===== config.mk =====
export PLATFORM = sky130hd
export DESIGN_NAME = swh_hist_update
export DESIGN_NICKNAME = d
export VERILOG_FILES = /design/src/rtl/swh_pkg.sv /design/src/rtl/swh_state_sel.sv /design/src/rtl/swh_mac.sv /design/src/rtl/swh_hist_update.sv
export SDC_FILE = /design/constraint.sdc
export NUM_CORES = 2
export LEC_CHECK = 0
export BUFFER_PORTS_ARGS = -buffer_cell sky130_fd_sc_hd__buf_4
export CAP_MARGIN = 10
export CORE_MARGIN = 4
export CORE_UTILIZATION = 30
export CTS_CLUSTER_SIZE = 24
export DETAILED_ROUTE_END_ITERATION = 16
export PLACE_DENSITY = 0.52
export SYNTH_ARGS = -nofsm -noshare
export SYNTH_HDL_FRONTEND = slang
export SYNTH_SLANG_ARGS = --single-unit

===== constraint.sdc =====
create_clock -name clk -period 8.8 [get_ports clk]
set_input_delay 1.76 -clock clk [delete_from_list [all_inputs] [get_ports clk]]
set_output_delay 1.76 -clock clk [all_outputs]
set_load 0.005 [all_outputs]

===== src/rtl/swh_pkg.sv =====
package swh_pkg;

    typedef enum logic [1:0] {
        ST_WAIT   = 2'd0,
        ST_DECIDE = 2'd1,
        ST_MULT   = 2'd2,
        ST_ACCUM  = 2'd3
    } swh_state_t;

    typedef enum logic [1:0] {
        MD_LINEAR = 2'd0,
        MD_GATED  = 2'd1,
        MD_DIODE  = 2'd2,
        MD_SPARE  = 2'd3
    } swh_mode_t;

endpackage


===== src/rtl/swh_state_sel.sv =====
module swh_state_sel
    import swh_pkg::*;
#(
    parameter int DW = 16,
    parameter int VW = DW + 1
) (
    input  swh_mode_t             mode,
    input  logic                  cur_on,
    input  logic                  gate_s,
    input  logic signed [VW-1:0]  volt_s,
    input  logic signed [DW-1:0]  hist_prev,
    output logic                  next_on
);

    always_comb begin
        unique case (mode)
            MD_GATED: next_on = gate_s;
            MD_DIODE: begin
                if (!cur_on)
                    next_on = (volt_s > 0);
                else
                    next_on = !(hist_prev < 0);
            end
            default:  next_on = 1'b0;
        endcase
    end

endmodule


===== src/rtl/swh_mac.sv =====
module swh_mac #(
    parameter int DW   = 16,
    parameter int CW   = 16,
    parameter int FRAC = 12,
    parameter int VW   = DW + 1
) (
    input  logic                  clk,
    input  logic                  rst_n,
    input  logic                  ld_prod,
    input  logic signed [CW-1:0]  gam,
    input  logic signed [CW-1:0]  kap,
    input  logic signed [VW-1:0]  volt,
    input  logic signed [DW-1:0]  hist_prev,
    output logic signed [DW-1:0]  hist_new
);

    localparam int PW   = CW + VW;
    localparam int ACCW = PW + 1;
    localparam logic signed [ACCW-1:0] HMAX =
        {{(ACCW-DW+1){1'b0}}, {(DW-1){1'b1}}};
    localparam logic signed [ACCW-1:0] HMIN =
        {{(ACCW-DW+1){1'b1}}, {(DW-1){1'b0}}};

    logic signed [PW-1:0]   prod_g_q;
    logic signed [PW-1:0]   prod_k_q;
    logic signed [ACCW-1:0] acc;
    logic signed [ACCW-1:0] scaled;

    always_ff @(posedge clk) begin
        if (!rst_n) begin
            prod_g_q <= '0;
            prod_k_q <= '0;
        end else if (ld_prod) begin
            prod_g_q <= PW'(gam) * PW'(volt);
            prod_k_q <= PW'(kap) * PW'(hist_prev);
        end
    end

    always_comb acc = ACCW'(prod_g_q) + ACCW'(prod_k_q);

    generate
        if (FRAC == 0) begin : g_noscale
            always_comb scaled = acc;
        end else begin : g_scale
            always_comb scaled = acc >>> FRAC;
        end
    endgenerate

    always_comb begin
        if (scaled > HMAX)
            hist_new = HMAX[DW-1:0];
        else if (scaled < HMIN)
            hist_new = HMIN[DW-1:0];
        else
            hist_new = scaled[DW-1:0];
    end

endmodule


===== src/rtl/swh_hist_update.sv =====
module swh_hist_update
    import swh_pkg::*;
#(
    parameter int DW   = 16,
    parameter int CW   = 16,
    parameter int FRAC = 12
) (
    input  logic                  clk,
    input  logic                  rst_n,
    input  logic                  step_i,
    input  logic [1:0]            mode_i,
    input  logic                  gate_i,
    input  logic signed [DW-1:0]  vnode_p_i,
    input  logic signed [DW-1:0]  vnode_n_i,
    input  logic signed [CW-1:0]  gam_on_i,
    input  logic signed [CW-1:0]  kap_on_i,
    input  logic signed [CW-1:0]  gam_off_i,
    input  logic signed [CW-1:0]  kap_off_i,
    output logic signed [DW-1:0]  hist_o,
    output logic                  sw_on_o,
    output logic                  done_o
);

    localparam int VW = DW + 1;

    swh_state_t            state_q, state_d;
    swh_mode_t             mode_q;
    logic signed [VW-1:0]  volt_q;
    logic                  gate_q;
    logic                  sw_q;
    logic signed [DW-1:0]  hist_q;
    logic                  done_q;

    logic                  accept;
    logic                  ld_sw;
    logic                  ld_prod;
    logic                  ld_acc;
    logic                  sw_next;
    logic signed [DW-1:0]  hist_new;
    logic signed [CW-1:0]  gam_sel;
    logic signed [CW-1:0]  kap_sel;

    // state register
    always_ff @(posedge clk) begin
        if (!rst_n) state_q <= ST_WAIT;
        else        state_q <= state_d;
    end

    // transitions: accept, decided, multiplied, written
    always_comb begin
        state_d = state_q;
        unique case (state_q)
            ST_WAIT:   if (step_i) state_d = ST_DECIDE;
            ST_DECIDE: state_d = ST_MULT;
            ST_MULT:   state_d = ST_ACCUM;
            ST_ACCUM:  state_d = ST_WAIT;
            default:   state_d = ST_WAIT;
        endcase
    end

    // state-decoded controls
    always_comb begin
        accept  = 1'b0;
        ld_sw   = 1'b0;
        ld_prod = 1'b0;
        ld_acc  = 1'b0;
        unique case (state_q)
            ST_WAIT:   accept  = step_i;
            ST_DECIDE: ld_sw   = 1'b1;
            ST_MULT:   ld_prod = 1'b1;
            ST_ACCUM:  ld_acc  = 1'b1;
            default:   ;
        endcase
    end

    // captured step inputs
    always_ff @(posedge clk) begin
        if (!rst_n) begin
            volt_q <= '0;
            gate_q <= 1'b0;
            mode_q <= MD_LINEAR;
        end else if (accept) begin
            volt_q <= {vnode_p_i[DW-1], vnode_p_i} - {vnode_n_i[DW-1], vnode_n_i};
            gate_q <= gate_i;
            mode_q <= swh_mode_t'(mode_i);
        end
    end

    // switch state and history register
    always_ff @(posedge clk) begin
        if (!rst_n) begin
            sw_q   <= 1'b0;
            hist_q <= '0;
            done_q <= 1'b0;
        end else begin
            done_q <= ld_acc;
            if (ld_sw)  sw_q   <= sw_next;
            if (ld_acc) hist_q <= hist_new;
        end
    end

    swh_state_sel #(.DW(DW), .VW(VW)) u_sel (
        .mode      (mode_q),
        .cur_on    (sw_q),
        .gate_s    (gate_q),
        .volt_s    (volt_q),
        .hist_prev (hist_q),
        .next_on   (sw_next)
    );

    always_comb begin
        gam_sel = sw_q ? gam_on_i : gam_off_i;
        kap_sel = sw_q ? kap_on_i : kap_off_i;
    end

    swh_mac #(.DW(DW), .CW(CW), .FRAC(FRAC), .VW(VW)) u_mac (
        .clk       (clk),
        .rst_n     (rst_n),
        .ld_prod   (ld_prod),
        .gam       (gam_sel),
        .kap       (kap_sel),
        .volt      (volt_q),
        .hist_prev (hist_q),
        .hist_new  (hist_new)
    );

    assign hist_o  = hist_q;
    assign sw_on_o = sw_q;
    assign done_o  = done_q;


    a_r1_reset_clears: assert property (@(posedge clk)
        !rst_n |=> (hist_o == '0 && !sw_on_o && !done_o && state_q == ST_WAIT));


    a_r2_done_single: assert property (@(posedge clk) disable iff (!rst_n)
        done_o |=> !done_o);


    a_r2_accept_only_in_wait: assert property (@(posedge clk) disable iff (!rst_n)
        (state_q != ST_WAIT) |=> (state_q != ST_DECIDE));


    a_r7_linear_off: assert property (@(posedge clk) disable iff (!rst_n)
        (state_q == ST_DECIDE && (mode_q == MD_LINEAR || mode_q == MD_SPARE)) |=> !sw_on_o);


    a_r8_gate_follow: assert property (@(posedge clk) disable iff (!rst_n)
        (state_q == ST_DECIDE && mode_q == MD_GATED) |=> (sw_on_o == $past(gate_q)));


    a_r9_diode_turn_on: assert property (@(posedge clk) disable iff (!rst_n)
        (state_q == ST_DECIDE && mode_q == MD_DIODE && !sw_on_o && volt_q > 0) |=> sw_on_o);


    a_r10_hist_hold: assert property (@(posedge clk) disable iff (!rst_n)
        (state_q != ST_ACCUM) |=> $stable(hist_o));


    a_r10_sw_hold: assert property (@(posedge clk) disable iff (!rst_n)
        (state_q != ST_DECIDE) |=> $stable(sw_on_o));

endmodule


**Word level (Yosys, flattened, before mapping)**

Cells that the tools add are included.
W data, S select, Z words.

- Reductions and logical operators: 2
- Equal/unequal tests: 6
- Add/subtract/negate cells: 2
- Magnitude comparators: 4
- $mul: 2
- Multiplexer cells: 12

Operators by type and width:

| kind | count |
|---|---|
| $mux W16 | 4 |
| $add A33 B32 Y34 | 1 |
| $mul A16 B17 Y33 | 1 |
| $mul A16 B16 Y32 | 1 |
| $gt A22 B16 Y1 const B | 1 |
| $lt A22 B16 Y1 const B | 1 |
| $gt A17 B1 Y1 const B | 1 |
| $sub A16 B16 Y17 | 1 |
| $lt A16 B1 Y1 const B | 1 |
| $pmux W2 S4 | 1 |
| $eq A2 B2 Y1 const B | 3 |
| $mux W1 | 5 |
| $eq A2 B1 Y1 const B | 2 |
| $logic_not A2 Y1 | 1 |
| $mux W2 | 1 |
| $ne A2 B2 Y1 const B | 1 |
| $pmux W1 S2 | 1 |
| $logic_not A1 Y1 | 1 |

- Register bits after elaboration: 105
- Output and inout port bits: 18
- Logic and storage cells: 37
- Input port bits: 102

**Depth between registers and ports, before layout**

- Depth in word-level cells: 4
- Depth in mapped cells: 28
- Mapped depth without buffers: 26

**By module**

From an unflattened synthesis, not the netlist that was laid out.

- Cell total of the unflattened synthesis: 2916
- Area, all modules: 26765.7 µm²

Modules (own cells, without submodules):

| module | area an instance (µm²) | cells an instance | sequential area each (µm²) | times used |
|---|---|---|---|---|
| swh_mac | 23985.5 | 2601 | 1301.2 | 1 |
| swh_hist_update | 2661.3 | 302 | 800.8 | 1 |
| swh_state_sel | 118.9 | 13 | 0.0 | 1 |

**Least setup slack after synthesis**

Ideal clock, no wire load.

- Path type: input to register
- Start point: input port gam_on_i[4]
- End point: register u_mac.prod_g_q[31]
- Data required time: 8683 ps
- Cell stages on the path: 25
- Slack: 960 ps
- Setup time: 117 ps
- Path buffers: 2
- Arrival time: 7723 ps
- Cells stage by stage: mux2i_1 > clkbuf_1 > nor2b_1 > fa_1 > inv_1 > fa_1 > fa_1 > inv_1 > fa_1 > fa_1 > inv_1 > fa_1 > inv_1 > ha_1 > clkbuf_1 > a21oi_1 > a21oi_1 > a211o_1 > a21o_1 > o41ai_4 > o221ai_2 > o41ai_2 > o21ai_1 > xnor2_1 > o21ai_1

- Longest elaborated chain between the ends: 2

RTL lines:

| what | RTL line | text |
|---|---|---|
| from (decl) | swh_hist_update.sv:15 | `input logic signed [CW-1:0] gam_on_i,` |
| $mux W16 | swh_hist_update.sv:112 | `gam_sel = sw_q ? gam_on_i : gam_off_i;` |
| $mul A16 B17 Y33 | swh_mac.sv:34 | `prod_g_q <= PW'(gam) * PW'(volt);` |
| to (signal assigned) | swh_mac.sv:34 |  |
| to (decl) | swh_mac.sv:24 | `logic signed [PW-1:0] prod_g_q;` |

Every way passes these cells.
A chain may end at the register's enable or synchronous reset.

**Worst setup path in the final report**

- Start point: input port gam_on_i[1]
- End point: register u_mac.prod_g_q[31]

The elaborated chain is that of the path after synthesis.

==> metrics.yaml <==
critical_path:
  end_kind: "flop"
  critical_path_arrival_ns: 8.24
  path_max_fanout: 17
  slowest_delay_ns: 0.55
  crit_slowest_cell: "fa_1"
  critical_path_required_ns: 9.05
  cp-start-kind: "input pin"
  criticalPathCategory: "in2reg"
  cp_common_cell: "fa_1"
  cp_num_buf_inv: 5
  cp_top_family: "adder cells"
synth:
  synth_top_cell_by_area: "fa_1"
  synth_most_common_cell: "inv_1"
  synthArstFlopShare_pct: 0
  synth.top_cell.area_share_pct: 41.1
  syn_area_per_cell_um2: 9.10
  ys_ff_latch: 105
  ys_warn_count: 0
  synthTopCellsByCount: "621 x inv_1, 539 x fa_1, 302 x nand2_1, 221 x ha_1, 199 x and2_1"
  synth_seq_area_share_pct: 8.01
  syn_area_mm2: 0.0262
  synth_nets: 3745
  synthFlopType: "dfxtp_1"
  syn_inst: 2883
  synth_edf_count: 0
  synth.distinct_cells: 72
  synth_area_leaders: "fa_1 41%, ha_1 11%, inv_1 8.9%"
sta:
  tns_ns: 0
  fin_crit_sh_pct: 90.8
  grt_setup_unrepaired: "false"
  maxSlewViolCount: 0
  maxSlewHeadroom_pct: 31.4
  setup_violations: 0
  worst_slew_pin_slew_ns: 1.01
  period_needed_ns: 7.99
  hold_viol: 0
  max_freq_mhz: 125
  finalClockSkew_ns: 0.0133
route:
  wl_per_cell_um: 16.2
  drt-total-wl_um: 66200
  drtAntennaViolNets: 0
  drc: 0
  viasPerCell: 4.57
  dr_total_vias: 18697
  dr.pass1.iters: 4
  drtIter0Drc: 782
clocking:
  cts_sinks: 105
  root_buffer: "clkbuf_16"
  cts_setup_buffers: 0
  cts-buffers-inserted: 9
  htreeDepth: 3
  cts_tree: "built"
  cts_resized: 0
  cts_buffer_depth: 2
  clk_latency_ns: 0.37
  path_clk_slew_ns: 0.07
  hold_buffers: 0
job:
  max_cap_viol_count: 0
global_route:
  grt_pass1_vias: 20717
  grt_pass1_wl_um: 111000
  antenna_found_initial: 0
  grt_overflow: 0
  gr-usage-all-layers_pct: 14.9
  grt_max_degree: 105
finish:
  syn_to_final_growth_pct: 9.43
  fin_nets: 3795
  drive_above_1_share_pct: 8.03
die:
  die_w_um: 304
  die-height_um: 304
  coreArea_mm2: 0.0868
  pin_count: 120
  start_util_pct: 30.2
  die-area_mm2: 0.0923
  rows: 108
min_path:
  min-delay-path-class: "reg2reg"
placement:
  dpl.hpwl_um: 54400
  io_buffer_count: 119
  routabilityCongestion: 0.823
run_status:
  status: "finished, final reports clean"
[layout make-up]
| cell class | instances | area (µm²) |
|---|---|---|
| Clock buffer | 9 | 225 |
| Inverter | 621 | 2330 |
| Multi-Input combinational cell | 2042 | 21400 |
| Sequential cell | 105 | 2100 |
| Antenna cell | 2 | 5.00 |
| Fill cell | 9141 | 58000 |
| Tap cell | 1155 | 1450 |
| Timing Repair Buffer | 154 | 1170 |
| Clock inverter | 7 | 55.1 |
[path summary, 6_finish.rpt]
path | startpoint | endpoint | slack, ns | depth (start not counted)
setup / recovery | gam_on_i[1] | u_mac.prod_g_q[31] | 0.81 | 25
hold / removal | u_mac.prod_g_q[31] | u_mac.prod_g_q[31] | 0.46 | 2
setup reg to reg | sw_on_o | u_mac.prod_k_q[24] | 1.22 | 23
hold reg to reg | u_mac.prod_g_q[31] | u_mac.prod_g_q[31] | 0.46 | 2
[flip-flops by register name, summed over array words and instances (netlist names)]
register and count:
volt_q 17, mode_q 2, u_mac.prod_g_q 33, done_o 1, gate_q 1, sw_on_o 1, hist_o 16, u_mac.prod_k_q 32
state_q 2
[cells by family (layout without fill, tap and decap cells)]
| logic type | Yosys count | in the layout | share of synthesized area, % |
|---|---|---|---|
| compound gates | 284 | 284 | 7.55 |
| xor+xnor | 90 | 90 | 3.00 |
| fa+ha+maj | 760 | 760 | 51.7 |
| buf+inv | 736 | 791 | 10.6 |
| flops | 105 | 105 | 8.01 |
| mux | 74 | 74 | 2.94 |
| other cells | 0 | 2 | 0 |
| simple gates | 834 | 834 | 16.3 |
[metal layers]
| metal | GRT usage (%) | wire (µm) | part of all wire, % | up-vias |
|---|---|---|---|---|
| met5 | 0 | 0 | 0 | - |
| met4 | 2.74 | 1220 | 1.8 | 0 |
| met3 | 1.98 | 2300 | 3.5 | 59 |
| met2 | 26.0 | 32800 | 50 | 254 |
| met1 | 20.0 | 29900 | 45 | 9489 |
| li1 | - | - | - | 8895 |
[placed cells by master (no fill, tap or decap), drive strengths merged, types with 3 or more instances in the layout]
cell type	instances
mux2	25
or3	8
o221a	16
nand4b	5
nor2b	139
a21o	31
o31ai	3
a21boi	12
and3	8
ha	221
or2	11
nand3	20
o211a	9
a21oi	70
o21ai	59
o31a	4
nor4	7
a211oi	12
nand2b	21
mux2i	49
inv	623
buf	154
nor2	78
clkinv	4
o211ai	3
a31oi	15
nand4	9
and2	199
o21a	6
o41ai	4
nand3b	4
xnor2	73
o21bai	16
nand2	302
nor3	13
fa	539
dfxtp	105
clkbuf	9
a211o	3
xor2	17
[metrics by stage]
step / util, % / hold slack (ns) / instances / worst slack, ns / cell area (µm²)
5_1_grt: 33.1 / 0.498 / 4093 / 0.365 / 28700
3_5_place_dp: 32.8 / 0.449 / 4077 / 0.440 / 28400
4_1_cts: 33.1 / 0.459 / 4093 / 0.834 / 28700
3_3_place_gp: 32.8 / 0.446 / 4077 / 0.514 / 28400
6_report: 33.1 / 0.458 / 4095 / 0.812 / 28700
2_1_floorplan: - / 0.429 / 2883 / 0.960 / 26200
[worst register-to-register path, stage by stage, from the launching register on]
cell and delay [ns]:
dfxtp_2 0.57, buf_4 0.41, mux2_2 0.55, and2_1 0.24, fa_1 0.53, inv_1 0.05, fa_1 0.45, fa_1 0.51
inv_1 0.06, fa_1 0.48, fa_1 0.51, inv_1 0.06, fa_1 0.47, inv_1 0.04, ha_1 0.33, a21o_1 0.17
a21o_1 0.20, a211oi_1 0.32, a31oi_1 0.18, a21oi_1 0.40, o21ai_0 0.20, a21o_1 0.22, a41o_1 0.22, a311o_1 0.30
Power is left out: the tool's default activity adds up to more than one toggle a clock period on the data nets, which glitch-free logic cannot reach.
